`src/rtl/mx_pkg.sv`:
```
package mx_pkg;
  localparam int SEL_W = 4;

  typedef enum logic [SEL_W-1:0] {
    OP_SPR_RD  = 4'd0,
    OP_SPR_WR  = 4'd1,
    OP_SEXT    = 4'd2,
    OP_CLAMP   = 4'd3,
    OP_MIN     = 4'd4,
    OP_MAX     = 4'd5,
    OP_MINU    = 4'd6,
    OP_MAXU    = 4'd7,
    OP_MV_EQZ  = 4'd8,
    OP_MV_NEZ  = 4'd9,
    OP_MV_LTZ  = 4'd10,
    OP_MV_GEZ  = 4'd11,
    OP_BMV_F   = 4'd12,
    OP_BMV_T   = 4'd13,
    OP_UR_RD   = 4'd14,
    OP_UR_WR   = 4'd15
  } op_e;

  typedef struct packed {
    logic        ill;
    logic        wr;
  } ctl_t;
endpackage

```
`src/rtl/mx_bitpos.sv`:
```
module mx_bitpos #(
  parameter int XLEN    = 32,
  parameter int FIELD_W = 4,
  parameter int BASE    = 7
) (
  input  logic [XLEN-1:0]    s_val,
  input  logic [FIELD_W-1:0] t_fld,
  output logic [XLEN-1:0]    sext_res,
  output logic [XLEN-1:0]    clamp_res
);
  localparam int POS_W = $clog2(XLEN);

  logic [POS_W-1:0] pos;
  logic [XLEN-1:0]  hi_mask;
  logic [XLEN-1:0]  lo_mask;
  logic [XLEN-1:0]  sign_fill;
  logic             fits;

  assign pos = POS_W'(t_fld) + POS_W'(BASE);

  genvar i;
  generate
    for (i = 0; i < XLEN; i++) begin : g_bit
      assign hi_mask[i]  = (pos < POS_W'(i));
      assign lo_mask[i]  = (POS_W'(i) < pos);
      assign sext_res[i] = hi_mask[i] ? s_val[pos] : s_val[i];
    end
  endgenerate

  assign sign_fill = {XLEN{s_val[XLEN-1]}};
  assign fits      = (((s_val ^ sign_fill) & ~lo_mask) == '0);

  always_comb begin
    if (fits)
      clamp_res = s_val;
    else if (s_val[XLEN-1])
      clamp_res = ~lo_mask;
    else
      clamp_res = lo_mask;
  end

  always_comb begin
    a_r4_clamp_range: assert (($signed(clamp_res) <= $signed(lo_mask)) &&
                              ($signed(clamp_res) >= $signed(~lo_mask)));
    a_r3_sext_low_kept: assert (((sext_res ^ s_val) & lo_mask) == '0);
  end
endmodule

```
`src/rtl/mx_minmax.sv`:
```
module mx_minmax #(
  parameter int XLEN = 32
) (
  input  logic [XLEN-1:0] a,
  input  logic [XLEN-1:0] b,
  input  logic            pick_max,
  input  logic            unsig,
  output logic [XLEN-1:0] res
);
  logic s_le, s_ge, u_le, u_ge, take_a;

  assign s_le = ($signed(a) <= $signed(b));
  assign s_ge = ($signed(a) >= $signed(b));
  assign u_le = (a <= b);
  assign u_ge = (a >= b);

  always_comb begin
    case ({unsig, pick_max})
      2'b00:   take_a = s_le;
      2'b01:   take_a = s_ge;
      2'b10:   take_a = u_le;
      default: take_a = u_ge;
    endcase
  end

  assign res = take_a ? a : b;

  always_comb begin
    a_r5_pick_operand: assert ((res == a) || (res == b));
    if (!pick_max && unsig)
      a_r5_umin_bound: assert ((res <= a) && (res <= b));
    if (pick_max && !unsig)
      a_r5_smax_bound: assert (($signed(res) >= $signed(a)) && ($signed(res) >= $signed(b)));
  end
endmodule

```
`src/rtl/mx_condmv.sv`:
```
module mx_condmv #(
  parameter int XLEN = 32
) (
  input  logic [XLEN-1:0] t_val,
  input  logic [1:0]      kind,
  output logic            take
);
  logic is_zero, is_neg;

  assign is_zero = (t_val == '0);
  assign is_neg  = t_val[XLEN-1];

  always_comb begin
    case (kind)
      2'd0:    take = is_zero;
      2'd1:    take = !is_zero;
      2'd2:    take = is_neg;
      default: take = !is_neg;
    endcase
  end

  always_comb begin
    if (kind == 2'd2 && take)
      a_r6_neg_test: assert (t_val[XLEN-1]);
    if (kind == 2'd0 && take)
      a_r6_zero_test: assert (t_val == '0);
  end
endmodule

```
`src/rtl/misc_exec_unit.sv`:
```
module misc_exec_unit #(
  parameter int XLEN     = 32,
  parameter int FIELD_W  = 4,
  parameter int POS_BASE = 7,
  parameter bit HAS_MISC = 1'b1,
  parameter bit HAS_BOOL = 1'b0
) (
  input  logic                       clk,
  input  logic                       rst,
  input  logic                       in_valid,
  input  logic [mx_pkg::SEL_W-1:0]   op_sel,
  input  logic [FIELD_W-1:0]         r_fld,
  input  logic [FIELD_W-1:0]         t_fld,
  input  logic [XLEN-1:0]            s_val,
  input  logic [XLEN-1:0]            t_val,
  input  logic [XLEN-1:0]            r_val,
  output logic                       out_valid,
  output logic                       wb_en,
  output logic [FIELD_W-1:0]         wb_idx,
  output logic [XLEN-1:0]            wb_data,
  output logic                       illegal
);
  import mx_pkg::*;

  op_e             op;
  logic [XLEN-1:0] sext_res, clamp_res, mm_res;
  logic            mv_take;
  ctl_t            ctl;
  logic [XLEN-1:0] nxt_data;

  assign op = op_e'(op_sel);

  mx_bitpos #(.XLEN(XLEN), .FIELD_W(FIELD_W), .BASE(POS_BASE)) u_bitpos (
    .s_val     (s_val),
    .t_fld     (t_fld),
    .sext_res  (sext_res),
    .clamp_res (clamp_res)
  );

  mx_minmax #(.XLEN(XLEN)) u_minmax (
    .a        (s_val),
    .b        (t_val),
    .pick_max (op_sel[0]),
    .unsig    (op_sel[1]),
    .res      (mm_res)
  );

  mx_condmv #(.XLEN(XLEN)) u_condmv (
    .t_val (t_val),
    .kind  (op_sel[1:0]),
    .take  (mv_take)
  );

  always_comb begin
    ctl = '{ill: 1'b0, wr: 1'b0};
    nxt_data = r_val;
    case (op)
      OP_SEXT, OP_CLAMP, OP_MIN, OP_MAX, OP_MINU, OP_MAXU: begin
        if (HAS_MISC) begin
          ctl.wr = 1'b1;
          case (op)
            OP_SEXT:  nxt_data = sext_res;
            OP_CLAMP: nxt_data = clamp_res;
            default:  nxt_data = mm_res;
          endcase
        end else begin
          ctl.ill = 1'b1;
        end
      end
      OP_MV_EQZ, OP_MV_NEZ, OP_MV_LTZ, OP_MV_GEZ: begin
        if (mv_take) begin
          ctl.wr   = 1'b1;
          nxt_data = s_val;
        end
      end
      OP_BMV_F, OP_BMV_T: begin
        ctl.ill = !HAS_BOOL;
      end
      default: ;
    endcase
  end

  always_ff @(posedge clk) begin
    if (rst) begin
      out_valid <= 1'b0;
      wb_en     <= 1'b0;
      illegal   <= 1'b0;
      wb_idx    <= '0;
      wb_data   <= '0;
    end else begin
      out_valid <= in_valid;
      wb_en     <= in_valid && ctl.wr && !ctl.ill;
      illegal   <= in_valid && ctl.ill;
      if (in_valid) begin
        wb_idx  <= r_fld;
        wb_data <= nxt_data;
      end
    end
  end

  a_r2_valid_follows: assert property (@(posedge clk) disable iff (rst)
    in_valid |=> out_valid);
  a_r2_idle_follows: assert property (@(posedge clk) disable iff (rst)
    !in_valid |=> !out_valid);
  a_r2_idx_capture: assert property (@(posedge clk) disable iff (rst)
    in_valid |=> (wb_idx == $past(r_fld)));
  a_r1_quiet_outputs: assert property (@(posedge clk) disable iff (rst)
    !out_valid |-> (!wb_en && !illegal));
  a_r11_ill_blocks_write: assert property (@(posedge clk) disable iff (rst)
    illegal |-> !wb_en);
  a_r7_hold_old_r: assert property (@(posedge clk) disable iff (rst)
    (out_valid && !wb_en) |-> (wb_data == $past(r_val)));
  a_r6_move_source: assert property (@(posedge clk) disable iff (rst)
    (out_valid && wb_en && ($past(op_sel[3:2]) == 2'b10)) |-> (wb_data == $past(s_val)));
  a_r10_sys_quiet: assert property (@(posedge clk) disable iff (rst)
    (in_valid && (op_sel == 4'd0 || op_sel == 4'd1 || op_sel == 4'd14 || op_sel == 4'd15))
    |=> (!wb_en && !illegal));
endmodule

```
`config.mk`:
```
export PLATFORM = sky130hd
export DESIGN_NAME = misc_exec_unit
export DESIGN_NICKNAME = d
export VERILOG_FILES = /design/src/rtl/mx_pkg.sv /design/src/rtl/mx_bitpos.sv /design/src/rtl/mx_minmax.sv /design/src/rtl/mx_condmv.sv /design/src/rtl/misc_exec_unit.sv
export SDC_FILE = /design/constraint.sdc
export NUM_CORES = 1
export LEC_CHECK = 0
export BUFFER_PORTS_ARGS = -buffer_cell sky130_fd_sc_hd__buf_2
export CAP_MARGIN = 20
export CELL_PAD_IN_SITES_DETAIL_PLACEMENT = 0
export CELL_PAD_IN_SITES_GLOBAL_PLACEMENT = 1
export CORE_ASPECT_RATIO = 1.4
export CORE_MARGIN = 8
export CORE_UTILIZATION = 43
export DETAILED_ROUTE_END_ITERATION = 10
export PLACE_DENSITY = 0.92
export SLEW_MARGIN = 20
export SYNTH_ARGS = -nofsm -noshare
export SYNTH_HDL_FRONTEND = slang
export SYNTH_SLANG_ARGS = --single-unit
export TNS_END_PERCENT = 20
```
`constraint.sdc`:
```
create_clock -name clk -period 6.3 [get_ports clk]
set_clock_uncertainty 0.05 [all_clocks]
set_input_delay 0.945 -clock clk [delete_from_list [all_inputs] [get_ports clk]]
set_output_delay 0.945 -clock clk [all_outputs]
set_load 0.03 [all_outputs]
```
==> reports/metrics.csv <==
stage,metric,value,unit
run_status,run_status,"complete, no violations",
clock_tree,post_cts_buffers,0,
global_route,grt_first_pass_wirelength,43020,um
layout,syn_to_final_growth,14.61,%
clock_tree,cts_max_path_buffers,2,
synthesis,synth_seq_cells,39,
clock_tree,root_buffer,clkbuf_16,
sta,period_minus_slack,5.061,ns
sta,setup_tns,0,ns
sta,fmax,197.6,MHz
synthesis,yosysSeqAreaShare,0.1242,
floorplanning,die_h,159.0,um
synthesis,ys_warn_count,0,
critical_path,crit_chain,"buf_2, inv_1, ha_1, a21oi_1, o32ai_4, a41oi_1, o221ai_1, and4b_1, and3_1, a32o_1, buf_4, nand2_1, a2111oi_2",
power,leakagePower,3.189,nW
drt,vias,7659,
sta,slew_viol_final,0,
clock_tree,numCtsBuffers,5,
power,ir_drop,0.00009952,V
layout,drive_above_1_share,0.2169,
global_route,overflow,0,
critical_path,arrival,5.19,ns
drt,drc,0,
critical_path,cp_top_family,compound AO/OA/AOI/OAI gates,
clock_tree,tritoncts,yes,
placement,io_buffers,149,
sta,hold_violations,0,
critical_path,cp.required,6.43,ns
sta,max_slew_margin,0.4342,
clock_tree,ctsHtreeMaxLevel,2,
critical_path,crit_path_start_kind,input port,
layout,regArea,780.7,um^2
sta,worstMarginPinSlew,0.8486,ns
synthesis,ys.flop_type,dfxtp_1,
synthesis,syn_area_per_cell,6.983,um^2
synthesis,syn-num-nets,1047,
synthesis,synth-edff-count,0,
floorplanning,core.rowCount,52,
critical_path,critPathKind,input port to flop,
floorplanning,die_x,118.2,um
critical_path,critPathBufInv,3,
global_route,busiest_layer,met2,
synthesis,syn-cell-area,6285,um^2
drt,drtIter0Drc,825,
drt,drtPass1Iterations,7,
drt,ant_nets,0,
critical_path,worstPathMaxFanout,21,
layout,fill_cells,1537,
clock_tree,cts_sinks,39,
global_route,first_global_vias,7455,
global_route,met1_usage,0.3328,
critical_path,cp.depth,13,
sta,min_period_over_period,0.8033,
global_route,grt_max_degree,44,
clock_tree,cts_hold_buf,0,
floorplanning,io_pins,150,
placement,place_area,7012,um^2
floorplanning,die_area,18800,um^2
sta,rsz0062_at_grt,false,
critical_path,crit_path_end_kind,flop,
power,pwr_density_cell,166.8,nW/um^2
synthesis,async_flop_share,0,
layout,stdcell_area,7203,um^2
synthesis,synth_cells,900,
floorplanning,start_util,0.4371,
critical_path,max_stage_delay,0.63,ns
critical_path,reg2reg_depth,3,
hold_path,hold_class,flop to flop,
drt,wl,27710,um
drt,vias_per_cell,6.409,
synthesis,ys_types,84,
clock_tree,cts_resized,0,
critical_path,cp_slowest_cell,ha_1,
hold_path,hold_depth,2,
run,cap_violations,0,
placement,hpwlAfterDp,21580,um
global_route,globalRouteMet3Util,0.03691,
sta,finalSetupViolations,0,
layout,multi_input_area,4900,um^2
floorplanning,core,14380,um^2
global_route,antenna_found_initial,1,
global_route,met2_usage,0.4864,
layout,fin_nets,1151,
drt,wl_per_cell,23.18,um
global_route,grt_usage,0.2864,
layout,final_cell_mix,"buf_2 (149), nand2_1 (109), nor2_1 (81)",
placement,place.gp.congestion,1.017,
layout,final_common_cell,buf_2,
clock_tree,clk_pin_slew_worst_paths,0.06,ns
clock_tree,clock_latency,0.29,ns
-- metal layers --
| layer | routed length (um) | part of all wire | vias to the layer above |
|---|---|---|---|
| met5 | 0 | 0 | - |
| met4 | 1748 | 0.063 | 0 |
| met3 | 2222 | 0.080 | 112 |
| met2 | 13300 | 0.48 | 447 |
| met1 | 10430 | 0.38 | 3558 |
| li1 | - | - | 3542 |
-- tightest hold or removal path: cells and delay by family, from the launching register on --
kind | cells | cell delay, ns
mux | 1 | 0.06
simple gates | 1 | 0.07
flops | 1 | 0.32
-- final timing paths --
| path | startpoint | to | slack [ns] |
|---|---|---|---|
| max | t_fld[1] | wb_data[3] | 1.24 |
| min | wb_idx[0] | wb_idx[0] | 0.44 |
| max reg2reg | wb_data[11] | wb_data[11] | 5.33 |
| min reg2reg | wb_idx[0] | wb_idx[0] | 0.44 |
-- cell usage after synthesis, types with 4 or more instances --
cell	n	area [um^2]
or3_1	5	31.28
and4_1	4	35.03
a311o_1	6	60.06
a211o_1	5	43.79
buf_1	5	18.77
nand3_1	50	250.2
a21o_1	4	30.03
nor2_1	81	304.0
a221o_1	4	40.04
buf_4	7	52.55
and2_1	10	62.56
nand3b_1	4	30.03
nor3_1	11	55.05
inv_1	53	198.9
nand2_1	109	409.1
a211oi_1	25	187.7
a221oi_1	14	122.6
nand4_1	11	68.82
o211a_1	8	80.08
o21a_1	4	30.03
mux2_2	4	45.04
nand2b_1	8	50.05
dfxtp_1	39	780.8
nor2b_1	7	43.79
o21ai_0	46	230.2
mux2i_1	24	240.2
o211ai_1	17	127.6
buf_6	12	135.1
buf_2	15	75.07
xnor2_1	31	271.5
a22oi_1	8	60.06
ha_1	36	450.4
nor4_1	10	62.56
a21boi_0	4	30.03
clkbuf_1	33	123.9
o21bai_1	10	75.07
o2111ai_1	4	35.03
and3_1	16	100.1
a31oi_1	28	175.2
a21oi_1	49	245.2
-- power breakdown --
part	switching, W	total, W	internal, W
Sequential	0.0000125	0.000281	0.000269
Clock	0.000110	0.000337	0.000227
Combinational	0.000377	0.000583	0.000207
Total	0.000499	0.00120	0.000703
-- area by class of cell --
cell class / count / area share
multi-input combinational: 736 / 0.6802
timing repair buffer: 169 / 0.1244
sequential: 39 / 0.1084
tap: 189 / 0.03283
inverter: 53 / 0.02762
clock buffer: 6 / 0.01789
clock inverter: 2 / 0.008338
antenna: 1 / 0.0003474
-- sequential cells by signal, summed over array words and instances, names as in the netlist --
register	cells
wb_idx	4
illegal	1
wb_data	32
wb_en	1
out_valid	1
-- through the flow --
stage | utilization | instances | setup slack [ns] | power (W) | hold slack, ns
6_report | 0.5010 | 1195 | 1.239 | 0.001201 | 0.4384
5_1_grt | 0.5010 | 1195 | 0.9565 | 0.001258 | 0.4733
2_1_floorplan | - | 900 | 2.017 | 0.0006734 | 0.5801
3_5_place_dp | 0.4876 | 1186 | 1.032 | 0.0008552 | 0.4301
3_3_place_gp | 0.4876 | 1186 | 1.141 | 0.0008532 | 0.4161
4_1_cts | 0.5008 | 1194 | 1.304 | 0.001190 | 0.4441
-- logic make-up after synthesis --
logic type               Yosys count  synth area share
AO/OA/AOI/OAI                    285            0.3295
XOR/XNOR                          36           0.05256
adder cells (fa/ha/maj)           36           0.07167
buffers and inverters            125           0.09616
flip-flops                        39            0.1242
multiplexers                      30           0.05256
AND/OR/NAND/NOR                  349            0.2733
Power figures use the tool's default switching activity.
